`src/rtl/rxdma_pkg.sv`:
```
package rxdma_pkg;

   typedef enum logic [2:0] {
      ST_IDLE,
      ST_FETCH,
      ST_RUN,
      ST_FLUSH,
      ST_WB_FLG,
      ST_WB_END,
      ST_HALT
   } rx_state_e;

   // descriptor flag bit positions (shared with the transmit side)
   localparam int FLG_EOL    = 0;
   localparam int FLG_INTR   = 4;
   localparam int FLG_IN_EOP = 11;

   // descriptor word indices
   localparam int DW_NEXT = 0;
   localparam int DW_BUF  = 1;
   localparam int DW_FLG  = 2;
   localparam int DW_END  = 3;

   // interrupt-set bit positions
   localparam int IRQ_W     = 4;
   localparam int IRQ_DATA0 = 0;
   localparam int IRQ_DATA1 = 1;
   localparam int IRQ_EOP   = 3;

endpackage

```
`src/rtl/rxdma_packer.sv`:
```
module rxdma_packer #(
   parameter int DW = 32
) (
   input  logic                        clk_i,
   input  logic                        rst_ni,
   input  logic                        clr_i,
   input  logic                        put_i,
   input  logic [$clog2(DW/8)-1:0]     lane_i,
   input  logic [7:0]                  byte_i,
   output logic [DW-1:0]               word_o,
   output logic [DW/8-1:0]             be_o
);
   localparam int LANES = DW / 8;

   if (DW % 8 != 0 || LANES < 2) begin : g_bad_width
      $error("rxdma_packer: DW must be a multiple of 8 with at least two lanes");
   end

   for (genvar l = 0; l < LANES; l++) begin : g_lane
      logic [7:0] data_q;
      logic       en_q;
      always_ff @(posedge clk_i or negedge rst_ni) begin
         if (!rst_ni) begin
            data_q <= '0;
            en_q   <= 1'b0;
         end else if (put_i && lane_i == l) begin
            data_q <= byte_i;
            en_q   <= 1'b1;
         end else if (clr_i) begin
            en_q   <= 1'b0;
         end
      end
      assign word_o[8*l +: 8] = data_q;
      assign be_o[l]          = en_q;
   end

   // a flush leaves no stale lane enabled
   a_r2_clear_empties: assert property (@(posedge clk_i) disable iff (!rst_ni)
      clr_i && !put_i |=> be_o == '0);

endmodule

```
`src/rtl/rxdma_desc.sv`:
```
module rxdma_desc
   import rxdma_pkg::*;
#(
   parameter int AW = 32,
   parameter int DW = 32
) (
   input  logic           clk_i,
   input  logic           rst_ni,
   input  logic           ld_i,
   input  logic [1:0]     ld_idx_i,
   input  logic [DW-1:0]  ld_word_i,
   input  logic           wb_end_i,
   input  logic           wb_eop_i,
   input  logic [AW-1:0]  wb_pos_i,
   output logic [AW-1:0]  next_o,
   output logic [AW-1:0]  buf_o,
   output logic [DW-1:0]  flags_o,
   output logic [AW-1:0]  end_o,
   output logic [DW-1:0]  wb_word_o
);
   if (AW > DW) begin : g_bad_aw
      $error("rxdma_desc: AW must not exceed DW");
   end
   if (DW <= FLG_IN_EOP) begin : g_bad_dw
      $error("rxdma_desc: DW too narrow for the flag word");
   end

   always_ff @(posedge clk_i or negedge rst_ni) begin
      if (!rst_ni) begin
         next_o  <= '0;
         buf_o   <= '0;
         flags_o <= '0;
         end_o   <= '0;
      end else if (ld_i) begin
         case (ld_idx_i)
            2'(DW_NEXT): next_o  <= ld_word_i[AW-1:0];
            2'(DW_BUF):  buf_o   <= ld_word_i[AW-1:0];
            2'(DW_FLG):  flags_o <= ld_word_i;
            default:     end_o   <= ld_word_i[AW-1:0];
         endcase
      end
   end

   logic [DW-1:0] eop_mask;
   always_comb begin
      eop_mask             = '0;
      eop_mask[FLG_IN_EOP] = wb_eop_i;
      if (wb_end_i) wb_word_o = DW'(wb_pos_i);
      else          wb_word_o = flags_o | eop_mask;
   end

endmodule

```
`src/rtl/rxdma_rx_channel.sv`:
```
module rxdma_rx_channel
   import rxdma_pkg::*;
#(
   parameter int AW = 32,
   parameter int DW = 32
) (
   input  logic                 clk_i,
   input  logic                 rst_ni,
   input  logic                 start_i,
   input  logic [AW-1:0]        start_addr_i,
   input  logic                 s_valid_i,
   input  logic [7:0]           s_data_i,
   input  logic                 s_last_i,
   output logic                 s_ready_o,
   output logic                 mem_req_o,
   output logic                 mem_we_o,
   output logic [AW-1:0]        mem_addr_o,
   output logic [DW-1:0]        mem_wdata_o,
   output logic [DW/8-1:0]      mem_be_o,
   input  logic                 mem_ack_i,
   input  logic [DW-1:0]        mem_rdata_i,
   output logic [IRQ_W-1:0]     irq_set_o,
   output logic                 eol_o
);
   localparam int LANES = DW / 8;
   localparam int LW    = $clog2(LANES);

   if (DW != 32) begin : g_bad_dw
      $error("rxdma_rx_channel: descriptor words are 32 bits, DW must be 32");
   end
   if (AW < 4 || AW > DW) begin : g_bad_aw
      $error("rxdma_rx_channel: AW out of range");
   end

   rx_state_e           state_q;
   logic [1:0]          idx_q;
   logic [AW-1:0]       desc_q;
   logic [AW-1:0]       pos_q;
   logic [AW-1:0]       flush_addr_q;
   logic                closing_q;
   logic                eop_q;
   logic [IRQ_W-1:0]    irq_q;

   logic [AW-1:0]       d_next, d_buf, d_end;
   logic [DW-1:0]       d_flags, wb_word;
   logic [DW-1:0]       pk_word;
   logic [LANES-1:0]    pk_be;

   logic                at_end, take, ack_rd, flush_done;
   logic [AW-1:0]       pos_nx;
   logic [IRQ_W-1:0]    irq_pend;

   // ---------------------------------------------------------------
   // stream side
   assign at_end    = (pos_q == d_end);
   assign s_ready_o = (state_q == ST_RUN) && !at_end;
   assign take      = s_valid_i && s_ready_o;
   assign pos_nx    = pos_q + AW'(1);

   // ---------------------------------------------------------------
   // memory side
   assign mem_req_o = (state_q == ST_FETCH) || (state_q == ST_FLUSH) ||
                      (state_q == ST_WB_FLG) || (state_q == ST_WB_END);
   assign mem_we_o  = (state_q != ST_FETCH);
   assign ack_rd    = (state_q == ST_FETCH) && mem_ack_i;
   assign flush_done = (state_q == ST_FLUSH) && mem_ack_i;

   always_comb begin
      case (state_q)
         ST_FETCH:  mem_addr_o = desc_q + (AW'(idx_q) << 2);
         ST_FLUSH:  mem_addr_o = flush_addr_q;
         ST_WB_FLG: mem_addr_o = desc_q + AW'(4 * DW_FLG);
         ST_WB_END: mem_addr_o = desc_q + AW'(4 * DW_END);
         default:   mem_addr_o = '0;
      endcase
      if (state_q == ST_FLUSH) begin
         mem_wdata_o = pk_word;
         mem_be_o    = pk_be;
      end else begin
         mem_wdata_o = wb_word;
         mem_be_o    = '1;
      end
   end

   always_comb begin
      irq_pend            = '0;
      irq_pend[IRQ_DATA0] = d_flags[FLG_INTR];
      irq_pend[IRQ_DATA1] = d_flags[FLG_INTR];
      irq_pend[IRQ_EOP]   = eop_q;
   end

   assign irq_set_o = irq_q;
   assign eol_o     = (state_q == ST_HALT);

   // ---------------------------------------------------------------
   // sub-blocks
   rxdma_desc #(.AW(AW), .DW(DW)) i_desc (
      .clk_i     (clk_i),
      .rst_ni    (rst_ni),
      .ld_i      (ack_rd),
      .ld_idx_i  (idx_q),
      .ld_word_i (mem_rdata_i),
      .wb_end_i  (state_q == ST_WB_END),
      .wb_eop_i  (eop_q),
      .wb_pos_i  (pos_q),
      .next_o    (d_next),
      .buf_o     (d_buf),
      .flags_o   (d_flags),
      .end_o     (d_end),
      .wb_word_o (wb_word)
   );

   rxdma_packer #(.DW(DW)) i_packer (
      .clk_i  (clk_i),
      .rst_ni (rst_ni),
      .clr_i  (flush_done),
      .put_i  (take),
      .lane_i (pos_q[LW-1:0]),
      .byte_i (s_data_i),
      .word_o (pk_word),
      .be_o   (pk_be)
   );

   // ---------------------------------------------------------------
   // control sequence
   always_ff @(posedge clk_i or negedge rst_ni) begin
      if (!rst_ni) begin
         state_q      <= ST_IDLE;
         idx_q        <= '0;
         desc_q       <= '0;
         pos_q        <= '0;
         flush_addr_q <= '0;
         closing_q    <= 1'b0;
         eop_q        <= 1'b0;
         irq_q        <= '0;
      end else begin
         irq_q <= '0;
         case (state_q)
            ST_IDLE, ST_HALT: begin
               if (start_i) begin
                  desc_q  <= start_addr_i;
                  idx_q   <= '0;
                  state_q <= ST_FETCH;
               end
            end
            ST_FETCH: begin
               if (mem_ack_i) begin
                  idx_q <= idx_q + 2'd1;
                  if (idx_q == 2'(DW_END)) begin
                     pos_q     <= d_buf;
                     closing_q <= 1'b0;
                     eop_q     <= 1'b0;
                     state_q   <= ST_RUN;
                  end
               end
            end
            ST_RUN: begin
               if (at_end) begin
                  closing_q <= 1'b1;
                  eop_q     <= 1'b0;
                  state_q   <= ST_WB_FLG;
               end else if (take) begin
                  pos_q        <= pos_nx;
                  flush_addr_q <= {pos_q[AW-1:LW], {LW{1'b0}}};
                  if (pos_nx == d_end || s_last_i) begin
                     closing_q <= 1'b1;
                     eop_q     <= s_last_i;
                     state_q   <= ST_FLUSH;
                  end else if (pos_nx[LW-1:0] == '0) begin
                     state_q   <= ST_FLUSH;
                  end
               end
            end
            ST_FLUSH: begin
               if (mem_ack_i) state_q <= closing_q ? ST_WB_FLG : ST_RUN;
            end
            ST_WB_FLG: begin
               if (mem_ack_i) state_q <= ST_WB_END;
            end
            ST_WB_END: begin
               if (mem_ack_i) begin
                  irq_q     <= irq_pend;
                  closing_q <= 1'b0;
                  if (d_flags[FLG_EOL]) begin
                     state_q <= ST_HALT;
                  end else begin
                     desc_q  <= d_next;
                     idx_q   <= '0;
                     state_q <= ST_FETCH;
                  end
               end
            end
            default: state_q <= ST_IDLE;
         endcase
      end
   end

   // ---------------------------------------------------------------
   // checks
   a_r10_req_held: assert property (@(posedge clk_i) disable iff (!rst_ni)
      mem_req_o && !mem_ack_i |=> mem_req_o && $stable(mem_addr_o) &&
                                  $stable(mem_we_o) && $stable(mem_wdata_o));

   a_r3_pos_in_buffer: assert property (@(posedge clk_i) disable iff (!rst_ni)
      state_q == ST_RUN |-> (pos_q - d_buf) <= (d_end - d_buf));

   a_r6_pair_bits: assert property (@(posedge clk_i) disable iff (!rst_ni)
      irq_set_o[IRQ_DATA0] == irq_set_o[IRQ_DATA1]);

   a_r6_after_writeback: assert property (@(posedge clk_i) disable iff (!rst_ni)
      irq_set_o != '0 |-> $past(state_q == ST_WB_END && mem_ack_i));

   a_r7_halt_quiet: assert property (@(posedge clk_i) disable iff (!rst_ni)
      eol_o |-> !mem_req_o && !s_ready_o);

   a_r2_flush_has_bytes: assert property (@(posedge clk_i) disable iff (!rst_ni)
      state_q == ST_FLUSH |-> mem_be_o != '0);

endmodule

```
`config.mk`:
```
export PLATFORM = sky130hd
export DESIGN_NAME = rxdma_rx_channel
export DESIGN_NICKNAME = d
export VERILOG_FILES = /design/src/rtl/rxdma_pkg.sv /design/src/rtl/rxdma_packer.sv /design/src/rtl/rxdma_desc.sv /design/src/rtl/rxdma_rx_channel.sv
export SDC_FILE = /design/constraint.sdc
export NUM_CORES = 1
export LEC_CHECK = 0
export ABC_CLOCK_PERIOD_IN_PS = 7800
export BUFFER_PORTS_ARGS = -buffer_cell sky130_fd_sc_hd__buf_2
export CAP_MARGIN = 20
export CORE_ASPECT_RATIO = 1.2
export CORE_MARGIN = 2
export CORE_UTILIZATION = 30
export DETAILED_ROUTE_END_ITERATION = 8
export GPL_TIMING_DRIVEN = 0
export SYNTH_ARGS = -nofsm -noshare
export SYNTH_HDL_FRONTEND = slang
export SYNTH_HIERARCHICAL = 1
export SYNTH_SLANG_ARGS = --single-unit
```
`constraint.sdc`:
```
create_clock -name clk_i -period 7.8 [get_ports clk_i]
set_input_delay 2.34 -clock clk_i [delete_from_list [all_inputs] [get_ports clk_i]]
set_output_delay 2.34 -clock clk_i [all_outputs]
set_load 0.02 [all_outputs]
```
==> summary.txt <==
Floorplan
  • Ports: around 150
  • DIE HEIGHT: around 250 um
  • Initial core utilization: between 30 and 40%
  • Die area: just over 0.05 mm^2
  • Placement row count: about 90
  • Area of the core: between 0.04 and 0.05 mm^2
  • Die W: 206 um

Routing
  • Post-Route WL: around 52000 um
  • Post-route ant nets: 0
  • DRC viols: 0
  • Routed via count: approximately 12000
  • First-pass DRT Iterations: 6
  • Via density: about 5.2
  • 1st-iter DRT viols: between 800 and 900
  • Routed len/inst: 22.7 um

Clock network
  • Total number of H-tree levels: 1
  • Skew-Pair Late Insertion Delay: between 500 and 600 ps
  • # resized after CTS: 0
  • CTS tree: yes
  • CTS Buffer Depth: 3
  • Setup Fix Bufs, Post-CTS: 0
  • Root Driver: clkbuf_16
  • Clk sinks: 267
  • Clock-pin slew on the worst setup and hold paths: around 60 ps
  • CTS Hold Bufs: 0
  • TritonCTS buffer count: 27

Power and ir drop
  • Max IR drop VDD: 0.000181 V
  • Pleak: roughly 7.6 nW
  • PD cells: between 400 and 500 mW/mm^2
  • Total Power: approximately 7.4 mW

Yosys
  • Yosys cell types: 73
  • Post-Syn Area: 0.0147 mm^2
  • Yosys top cell area share: between 40% and 50%
  • Post-synth EDFFs: 0
  • Sequential area share after synthesis: 45.5%
  • Avg Inst Size Synth: just over 10 um^2
  • Post-synth top area cell: dfrtp_1
  • Synthesized net count: roughly 1500
  • Post-synthesis instance total: 1453
  • Dominant synthesized flop cell: dfrtp_1
  • Yosys warns: 6
  • Commonest cells in the synthesized netlist: 267 x dfrtp_1, 221 x mux2_2, 191 x nand2_1
  • Top cells by area, synth: dfrtp_1 45%, mux2_2 17%, nand2_1 4.9%
  • Cell with the most instances after synthesis: dfrtp_1
  • Async SR Flop Fraction: 100%
  • FF+latch count, synth: 267

STA
  • Max Clk Rate: 142 MHz
  • Total negative slack: 0 ps
  • Hold WS: between 400 and 500 ps
  • Clk_skew: around 12 ps
  • Period utilization: 90.3%
  • Final hold vios: 0
  • Tmin final: between 7000 and 8000 ps
  • Slew HR: a little under a third
  • Endpoints failing setup: 0
  • Unrepaired setup endpoints after global routing: no
  • Worst Max-Slew Pin Slew: about 1000 ps
  • Final Max Tran Viols: 0

Layout
  • Final #Nets: between 1500 and 2000
  • Fillers: around 5000
  • Area of the multi-input gates: 0.00742 mm^2
  • Storage cell area: 0.00668 mm^2
  • ANT cells: 0
  • Final Util: 35.8%
  • Share of cells above drive strength 1: 28.1%
  • Area Growth Syn to Fin: 17.3%

Place
  • # port buffers: about 150
  • Dpl hpwl: 40800 um
  • GP Congestion: roughly 0.92

Worst hold path
  • Hold path startpoint: desc_q[0]$_DFFE_PN0P_
  • Hold crit path type: flip-flop to flip-flop

Worst setup path
  • CP Max Fanout: 10
  • Slowest stage cell, crit path: buf_1
  • CP Cell Sequence: inv_1, clkbuf_1, nor2_1, nand2_1, inv_2, buf_1, clkbuf_1, buf_2, mux2_2, mux2_2, buf_2
  • CP startpoint kind: flip-flop
  • CP arrival: 4700 ps
  • Setup crit end kind: primary output
  • WP data required: about 5500 ps
  • CP startpoint: state_q[0]$_DFFE_PN0P_
  • Max incr delay on CP: approximately 680 ps
  • RR Startpoint: pos_q[1]$_DFFE_PN0P_
  • Crit path kind: flip-flop to primary output

GRT
  • Initial antenna violation count: 0
  • Largest net degree at the start of global routing: between 100 and 150
  • Grt ovf: 0
  • Number of global-route vias before repair: 12054
  • GRT Resource Usage Total: about a fifth
  • Global-route wire length before repair: about 77000 um

Run status
  • Status: finished clean

Run
  • Max-cap violations: 0
[layout by cell type, fill, tap and decap left out, drive strengths merged, types with 6 or more instances in the layout]
master and count:
ha 6, or3 10, dfrtp 267, a21oi 60, nor3 22, o221ai 7
o211ai 6, and3 20, a221o 7, clkbuf 114, o21ai 104, and2 10
nor2 59, buf 192, nor4 17, nor3b 6, mux2 223, nand4 25
o22ai 17, xor2 47, a22oi 23, mux2i 35, nand2 192, inv 27
xnor2 38, a22o 7, nand3 34, a31oi 7, nor2b 6
[critical path: cells and delay by family (launching register included)]
kind                   cells  cell delay [ps]
buffers and inverters      7             2400
muxes                      2              690
and+or+nand+nor            2              640
DFF                        1              410
[registers in the layout, summed over array words and instances, names as in the netlist]
signal and count:
desc_q 32, i_desc/buf_o 32, i_desc/end_o 32, i_desc/flags_o 32, i_desc/next_o 32, i_packer/g_lane.data_q 32
pos_q 32, flush_addr_q 30, i_packer/g_lane.en_q 4, state_q 3, idx_q 2, irq_set_o 2
closing_q 1, eop_q 1
[final timing paths]
check | end | slack [ps] | cells after the start
worst min register to register | desc_q[0]$_DFFE_PN0P_ | 480 | 2
worst max-delay path | mem_wdata_o[1] | 760 | 11
min in group asynchronous | i_desc/flags_o[26]$_DFFE_PN0P_ | 1680 | 1
worst max register to register | state_q[2]$_DFFE_PN0P_ | 3350 | 11
max in group asynchronous | i_desc/next_o[4]$_DFFE_PN0P_ | 5170 | 2
worst min-delay path | desc_q[0]$_DFFE_PN0P_ | 480 | 2
[area by class of cell]
class	count	area share [%]
Timing Repair Buffer	154	4.79
Inverter	26	0.566
Clock buffer	36	4.35
Tap cell	630	4.57
Buffer	116	2.89
Clock inverter	10	1.07
Multi-Input combinational cell	1044	43.0
Sequential cell	267	38.7
[metal layers]
layer | share of wire (%) | vias up | global-route usage, % | wire length, um
met5 | 0 | - | 0 | 0
met4 | 3.0 | 0 | 6.45 | 1560
met3 | 4.8 | 76 | 2.09 | 2500
met2 | 49 | 400 | 35.0 | 25300
met1 | 43 | 5943 | 26.6 | 22300
li1 | - | 5543 | - | -
[power breakdown]
part | internal [mW] | switching [mW]
clock | 0.837 | 0.551
combinational | 1.37 | 2.10
sequential | 2.02 | 0.541
total | 4.23 | 3.20
[cell families (layout without fill, tap and decap cells)]
kind of cell | Yosys count | count (layout) | synth area share (%)
simple gates | 424 | 424 | 14.0
compound gates | 269 | 269 | 11.3
flops | 267 | 267 | 45.5
mux | 258 | 258 | 19.5
buf+inv | 142 | 342 | 4.06
xor+xnor | 85 | 85 | 5.07
fa+ha+maj | 7 | 7 | 0.647
other cells | 1 | 1 | 0.0255
[per-stage QoR]
| stage | instances | setup WS, ps | cell area [um^2] |
|---|---|---|---|
| after floorplan | 1453 | 2110 | 14700 |
| after global placement | 2234 | -500 | 16200 |
| after detailed placement | 2237 | 1290 | 16300 |
| after CTS | 2283 | 696 | 17200 |
| after global routing | 2283 | 514 | 17200 |
| final | 2283 | 756 | 17200 |
(Power assumes the default switching activity.)
